$ cat config.mk
export PLATFORM = sky130hd
export DESIGN_NAME = uart_rf_top
export DESIGN_NICKNAME = d
export VERILOG_FILES = /design/src/rtl/uart_rf_pkg.sv /design/src/rtl/uart_rf_bank_fsm.sv /design/src/rtl/uart_rf_regs.sv /design/src/rtl/uart_rf_irq.sv /design/src/rtl/uart_rf_top.sv
export SDC_FILE = /design/constraint.sdc
export NUM_CORES = 1
export LEC_CHECK = 0
export BUFFER_PORTS_ARGS = -buffer_cell sky130_fd_sc_hd__buf_4
export CAP_MARGIN = 0
export CORE_UTILIZATION = 55
export DETAILED_ROUTE_END_ITERATION = 12
export PLACE_DENSITY = 0.95
export SLEW_MARGIN = 10
export SYNTH_ARGS = -nofsm -noshare
export SYNTH_HDL_FRONTEND = slang
export SYNTH_HIERARCHICAL = 1
export SYNTH_SLANG_ARGS = --single-unit
$ cat constraint.sdc
create_clock -name clk -period 3.26 [get_ports clk]
set_input_delay 0.163 -clock clk [delete_from_list [all_inputs] [get_ports clk]]
set_output_delay 0.163 -clock clk [all_outputs]
set_load 0.03 [all_outputs]
$ cat src/rtl/uart_rf_pkg.sv
package uart_rf_pkg;

    typedef enum logic {
        BANK_DATA    = 1'b0,
        BANK_DIVISOR = 1'b1
    } bank_e;

    localparam logic [2:0] A_DATA = 3'd0;
    localparam logic [2:0] A_IER  = 3'd1;
    localparam logic [2:0] A_ISR  = 3'd2;
    localparam logic [2:0] A_LCR  = 3'd3;
    localparam logic [2:0] A_MCR  = 3'd4;
    localparam logic [2:0] A_LSR  = 3'd5;
    localparam logic [2:0] A_MSR  = 3'd6;
    localparam logic [2:0] A_SPR  = 3'd7;

    // Receive threshold: count at or above this raises the condition.
    function automatic int rx_level(input logic [1:0] sel, input int depth);
        case (sel)
            2'd0:    return 1;
            2'd1:    return depth / 4;
            2'd2:    return depth / 2;
            default: return depth - 2;
        endcase
    endfunction

    // Transmit threshold: count below this raises the condition.
    function automatic int tx_level(input logic [1:0] sel, input int depth);
        case (sel)
            2'd0:    return 1;
            2'd1:    return depth / 4;
            2'd2:    return depth / 2;
            default: return (depth * 3) / 4;
        endcase
    endfunction

endpackage

$ cat src/rtl/uart_rf_bank_fsm.sv
module uart_rf_bank_fsm
    import uart_rf_pkg::*;
(
    input  logic  clk,
    input  logic  rst_n,
    input  logic  lcr_wr,
    input  logic  sel_divisor,
    output bank_e state_o
);

    bank_e state_q;
    bank_e state_d;

    always_ff @(posedge clk or negedge rst_n) begin
        if (!rst_n) begin
            state_q <= BANK_DATA;
        end else begin
            state_q <= state_d;
        end
    end

    always_comb begin
        state_d = state_q;
        unique case (state_q)
            BANK_DATA: begin
                // OPEN_DIVISOR
                if (lcr_wr && sel_divisor) begin
                    state_d = BANK_DIVISOR;
                end
            end
            BANK_DIVISOR: begin
                // CLOSE_DIVISOR
                if (lcr_wr && !sel_divisor) begin
                    state_d = BANK_DATA;
                end
            end
            default: state_d = BANK_DATA;
        endcase
    end

    assign state_o = state_q;

endmodule

$ cat src/rtl/uart_rf_regs.sv
module uart_rf_regs
    import uart_rf_pkg::*;
(
    input  logic       clk,
    input  logic       rst_n,
    input  logic       wr_en,
    input  logic [2:0] addr,
    input  logic [7:0] wdata,
    input  bank_e      bank,
    output logic [3:0] ier_o,
    output logic       fifo_en_o,
    output logic [1:0] rx_sel_o,
    output logic [1:0] tx_sel_o,
    output logic [6:0] lcr_low_o,
    output logic [7:0] mcr_o,
    output logic [7:0] spr_o,
    output logic [7:0] dll_o,
    output logic [7:0] dlm_o,
    output logic       tx_wr_o,
    output logic       lcr_wr_o
);

    logic in_div;
    logic wr_low;
    logic wr_high;

    assign in_div   = (bank == BANK_DIVISOR);
    assign wr_low   = wr_en && (addr == A_DATA);
    assign wr_high  = wr_en && (addr == A_IER);
    assign tx_wr_o  = wr_low && !in_div;
    assign lcr_wr_o = wr_en && (addr == A_LCR);

    always_ff @(posedge clk or negedge rst_n) begin
        if (!rst_n) begin
            ier_o     <= '0;
            fifo_en_o <= 1'b0;
            rx_sel_o  <= '0;
            tx_sel_o  <= '0;
            lcr_low_o <= '0;
            mcr_o     <= '0;
            spr_o     <= '0;
            dll_o     <= '0;
            dlm_o     <= '0;
        end else if (wr_en) begin
            unique case (addr)
                A_DATA: if (in_div) dll_o <= wdata;
                A_IER: begin
                    if (in_div) dlm_o <= wdata;
                    else        ier_o <= wdata[3:0];
                end
                A_ISR: begin
                    // Bit 3 (block-transfer mode) and the flush bits are accepted and dropped.
                    fifo_en_o <= wdata[0];
                    tx_sel_o  <= wdata[5:4];
                    rx_sel_o  <= wdata[7:6];
                end
                A_LCR:  lcr_low_o <= wdata[6:0];
                A_MCR:  mcr_o     <= wdata;
                A_SPR:  spr_o     <= wdata;
                default: ;
            endcase
        end
    end

endmodule

$ cat src/rtl/uart_rf_irq.sv
module uart_rf_irq
    import uart_rf_pkg::*;
#(
    parameter int DEPTH = 16,
    parameter int CNT_W = $clog2(DEPTH + 1)
) (
    input  logic             fifo_en,
    input  logic [1:0]       rx_sel,
    input  logic [1:0]       tx_sel,
    input  logic [1:0]       ier_src,
    input  logic [CNT_W-1:0] tx_count,
    input  logic [CNT_W-1:0] rx_count,
    output logic             int_o,
    output logic [7:0]       isr_o
);

    localparam int LVL_W = CNT_W + 1;

    logic [LVL_W-1:0] rx_lvl;
    logic [LVL_W-1:0] tx_lvl;
    logic             rx_cond;
    logic             tx_cond;
    logic             rx_pend;
    logic             tx_pend;

    always_comb begin
        rx_lvl = LVL_W'(rx_level(rx_sel, DEPTH));
        tx_lvl = LVL_W'(tx_level(tx_sel, DEPTH));
        if (fifo_en) begin
            rx_cond = ({1'b0, rx_count} >= rx_lvl);
            tx_cond = ({1'b0, tx_count} <  tx_lvl);
        end else begin
            rx_cond = (rx_count != '0);
            tx_cond = (tx_count == '0);
        end
        rx_pend = rx_cond && ier_src[0];
        tx_pend = tx_cond && ier_src[1];
        int_o   = rx_pend || tx_pend;

        isr_o      = 8'h00;
        isr_o[7:6] = {fifo_en, fifo_en};
        if (rx_pend)      isr_o[2:0] = 3'b100;
        else if (tx_pend) isr_o[2:0] = 3'b010;
        else              isr_o[2:0] = 3'b001;
    end

endmodule

$ cat src/rtl/uart_rf_top.sv
module uart_rf_top
    import uart_rf_pkg::*;
#(
    parameter int         DEPTH    = 16,
    parameter logic [7:0] DEV_ID   = 8'h01,
    parameter logic [7:0] REV_CODE = 8'h01,
    parameter int         CNT_W    = $clog2(DEPTH + 1)
) (
    input  logic             clk,
    input  logic             rst_n,
    input  logic [2:0]       addr,
    input  logic             wr_en,
    input  logic             rd_en,
    input  logic [7:0]       wdata,
    output logic [7:0]       rdata,
    input  logic [7:0]       rx_data_i,
    input  logic [7:0]       line_status_i,
    input  logic [7:0]       modem_status_i,
    input  logic [CNT_W-1:0] tx_count_i,
    input  logic [CNT_W-1:0] rx_count_i,
    output logic             tx_wr_o,
    output logic [7:0]       tx_data_o,
    output logic             rx_rd_o,
    output logic [7:0]       lcr_o,
    output logic [7:0]       mcr_o,
    output logic [15:0]      divisor_o,
    output logic             fifo_en_o,
    output logic             int_o
);

    bank_e      bank;
    logic       dlab;
    logic       lcr_wr;
    logic [3:0] ier_q;
    logic [1:0] rx_sel;
    logic [1:0] tx_sel;
    logic [6:0] lcr_low;
    logic [7:0] spr_q;
    logic [7:0] dll_q;
    logic [7:0] dlm_q;
    logic [7:0] isr;
    logic       id_mode;

    uart_rf_bank_fsm u_bank (
        .clk         (clk),
        .rst_n       (rst_n),
        .lcr_wr      (lcr_wr),
        .sel_divisor (wdata[7]),
        .state_o     (bank)
    );

    uart_rf_regs u_regs (
        .clk       (clk),
        .rst_n     (rst_n),
        .wr_en     (wr_en),
        .addr      (addr),
        .wdata     (wdata),
        .bank      (bank),
        .ier_o     (ier_q),
        .fifo_en_o (fifo_en_o),
        .rx_sel_o  (rx_sel),
        .tx_sel_o  (tx_sel),
        .lcr_low_o (lcr_low),
        .mcr_o     (mcr_o),
        .spr_o     (spr_q),
        .dll_o     (dll_q),
        .dlm_o     (dlm_q),
        .tx_wr_o   (tx_wr_o),
        .lcr_wr_o  (lcr_wr)
    );

    uart_rf_irq #(
        .DEPTH (DEPTH),
        .CNT_W (CNT_W)
    ) u_irq (
        .fifo_en  (fifo_en_o),
        .rx_sel   (rx_sel),
        .tx_sel   (tx_sel),
        .ier_src  (ier_q[1:0]),
        .tx_count (tx_count_i),
        .rx_count (rx_count_i),
        .int_o    (int_o),
        .isr_o    (isr)
    );

    assign dlab      = (bank == BANK_DIVISOR);
    assign lcr_o     = {dlab, lcr_low};
    assign divisor_o = {dlm_q, dll_q};
    assign tx_data_o = wdata;
    assign rx_rd_o   = rd_en && (addr == A_DATA) && !dlab;
    assign id_mode   = (dll_q == 8'h00) && (dlm_q == 8'h00);

    always_comb begin
        unique case (addr)
            A_DATA:  rdata = dlab ? (id_mode ? REV_CODE : dll_q) : rx_data_i;
            A_IER:   rdata = dlab ? (id_mode ? DEV_ID : dlm_q) : {4'b0000, ier_q};
            A_ISR:   rdata = isr;
            A_LCR:   rdata = lcr_o;
            A_MCR:   rdata = mcr_o;
            A_LSR:   rdata = line_status_i;
            A_MSR:   rdata = modem_status_i;
            default: rdata = spr_q;
        endcase
    end

endmodule

==> run_results.csv <==
group,metric,value,unit
global_routing,grt_pass1_wl,14.0,mm
critical_path,crit_arrival,2.89,ns
global_routing,grt.busiest_layer,"met2",
floorplan,die_h,76.7,um
logic_synthesis,synth_top_area_share,40.0,%
global_routing,grtUsageMet2,52.1,%
sta,setup_viol,0,
global_routing,grt.total_usage,31.2,%
sta,hold_ws,0.135,ns
hold_path,hold_path_class,"in -> reg",
sta,grt_setup_unrepaired,"false",
logic_synthesis,synth_top_area_cell,"dfrtp_1",
critical_path,critPathMaxFanout,4,
logic_synthesis,async_flop_share,100,%
placed_design,gp_congestion,0.961,
logic_synthesis,synth_most_common_cell,"mux2_2",
floorplan,die_area,5880,um^2
logic_synthesis,synth_cell_types,59,
clocking,cts_buffers,5,
clocking,ctsLongestPathBuffers,2,
global_routing,gr-total-overflow,0,
drt,vias,2661,
power_and_ir_drop,peakVddDrop,0.481,mV
clocking,clkTransAtPathRegs,0.09,ns
sta,final_max_slew_viol_count,0,
critical_path,critPathRequiredTime,3.10,ns
global_routing,first_global_vias,2725,
floorplan,num_rows,26,
sta,final.min_clock_period,3.05,ns
clocking,cts_max_level,2,
drt,wl_per_cell,20.4,um
logic_synthesis,yosys_register_bits,49,
placed_design,hpwl,6.35,mm
drt,drt_iter0_markers,231,
logic_synthesis,yosysSeqAreaShare,40.0,%
sta,skew,0.0112,ns
sta,slew-limit-headroom,57.9,%
drt,ant_nets,0,
clocking,cts-root-buf,"clkbuf_8",
critical_path,criticalPathCategory,"reg -> out",
sta,min_period_over_period,93.5,%
finish,fillers,350,
job,cap_violations,0,
drt,drtPass1Iterations,5,
logic_synthesis,synthFlopType,"dfrtp_1",
logic_synthesis,syn_inst,272,
logic_synthesis,synth.area.top_cells,"dfrtp_1 40%, mux2_2 19%, buf_4 4.4%, nand2_1 2.7%, ha_1 2.4%",
sta,worstMarginPinSlew,0.632,ns
sta,setup_tns,0,ns
floorplan,core_area,5240,um^2
run_status,status,"completed",
floorplan,io_pins,101,
logic_synthesis,yosys_warnings,6,
clocking,clk_latency,0.32,ns
power_and_ir_drop,p_total,2.37,mW
logic_synthesis,netlist_area,3070,um^2
drt,wirelength,8.69,mm
finish,nets,410,
logic_synthesis,syn_avg_cell_area,11.3,um^2
logic_synthesis,synth_edf_count,0,
drt,drcViolationCount,0,
power_and_ir_drop,total_leakage_power,1.77,nW
floorplan,fp.dieW,76.7,um
finish,area_growth_syn_to_layout,25.2,%
clocking,cts_tree,"built",
power_and_ir_drop,power_density,618,nW/um^2
global_routing,grtUsageMet3,7.26,%
drt,viasPerCell,6.25,
sta,hold_violations,0,
global_routing,gr-usage-met1,38.4,%
clocking,cts.sinks,49,
finish,drive_above_1_share,49.7,%
global_routing,antenna_found_initial,0,
finish,final_util,73.3,%
sta,clock.fmax,328,MHz
critical_path,start_kind,"register",
global_routing,grt_max_degree,50,
logic_synthesis,synth_top_cells_by_count,"51 x mux2_2, 49 x dfrtp_1, 22 x nand2_1",
placed_design,port_buffers,100,
finish,antenna_cells,0,
critical_path,cp-end-kind,"output port",
floorplan,start_util,58.5,%
## state kept, by name, summed over array words and instances, names as in the netlist, 2 cells and up, named ones only
| register | cells |
|---|---|
| u_regs/ier_o | 4 |
| u_regs/tx_sel_o | 2 |
| u_regs/mcr_o | 8 |
| u_regs/spr_o | 8 |
| u_regs/dlm_o | 8 |
| u_regs/dll_o | 8 |
| u_regs/lcr_low_o | 7 |
| u_regs/rx_sel_o | 2 |
## layer usage
metal  routed length (um)  share of wire (%)
met1                 3410                 39
met2                 4330                 50
met3                  702                8.1
met4                  240                2.8
met5                    0                  0
## cells by family after synthesis
logic type	Yosys count	share of synthesized area, %
other cells	1	0.122
simple gates	72	14.7
flops	49	40.0
mux	64	24.1
fa+ha+maj	6	2.45
buf+inv	37	7.27
compound gates	43	11.4
## cells in the final DEF, fill, tap and decap left out, types with 3 or more instances in the layout
cell | Yosys | routed
buf_4 | 18 | 100
mux2_2 | 51 | 51
dfrtp_1 | 49 | 49
nand2_1 | 22 | 22
nor2_1 | 13 | 13
inv_1 | 10 | 10
clkbuf_8 | 0 | 7
mux2i_1 | 6 | 6
a21oi_1 | 6 | 6
ha_1 | 6 | 6
a31oi_1 | 5 | 5
nand2b_1 | 4 | 4
nor4_2 | 4 | 4
mux2_1 | 4 | 4
nand3_1 | 3 | 3
nor4_1 | 3 | 3
nor3_1 | 3 | 3
a222oi_1 | 3 | 3
o21ai_0 | 3 | 3
conb_1 | 1 | 3
## power by group
group          internal (mW)  switching (mW)  total (mW)  leakage (nW)
logic                  0.452           0.565        1.02          1.12
clock network          0.192           0.207       0.400        0.0542
registers              0.764           0.190       0.954         0.596
## what timing repair did
action | in CTS | in global routing
hold endpoints to repair | 49 | 0
endpoints found under the setup margin | 0 | 0
setup buffers | 0 | 0
gates resized for setup | 0 | 0
hold buffers | 1 | 0
## worst max-delay path, cell delays in order (launching register included)
cell	delay, ns
dfrtp_1	0.44
inv_1	0.07
ha_1	0.31
a2111oi_0	0.54
o31ai_1	0.26
and2_2	0.24
mux2i_1	0.13
o22ai_1	0.09
a21oi_1	0.17
a31oi_1	0.14
buf_4	0.19
## layout make-up
type	count	area, um^2	area share (%)
well taps	70	87.6	2.28
inverters	10	37.5	0.978
multi-input cells	188	1620	42.3
clock inverters	1	5.00	0.130
clock buffers	7	96.3	2.51
flip-flops and latches	49	1230	32.0
repair buffers	101	761	19.8
## final timing paths
kind,end,cells after the start,startpoint,slack [ns]
setup / recovery,rdata[2],10,u_regs/rx_sel_o[1],0.21
hold / removal,u_regs/lcr_low_o[3],2,wdata[3],0.13
setup reg to reg,u_regs/dll_o[0],2,register,1.49
hold reg to reg,u_regs/ier_o[2],1,u_regs/ier_o[2],0.51
max in group asynchronous,u_regs/spr_o[5],2,rst_n,2.44
min in group asynchronous,u_regs/dlm_o[7],2,rst_n,0.40
## per-stage QoR
| step | setup slack (ns) | std cells | area (um^2) |
|---|---|---|---|
| final | 0.211 | 426 | 3840 |
| after global routing | 0.0953 | 426 | 3840 |
| after CTS | 0.394 | 426 | 3840 |
| after detailed placement | 0.803 | 417 | 3730 |
| after global placement | 0.950 | 417 | 3730 |
| after floorplan | 0.838 | 274 | 3070 |
(Power assumes the default switching activity.)
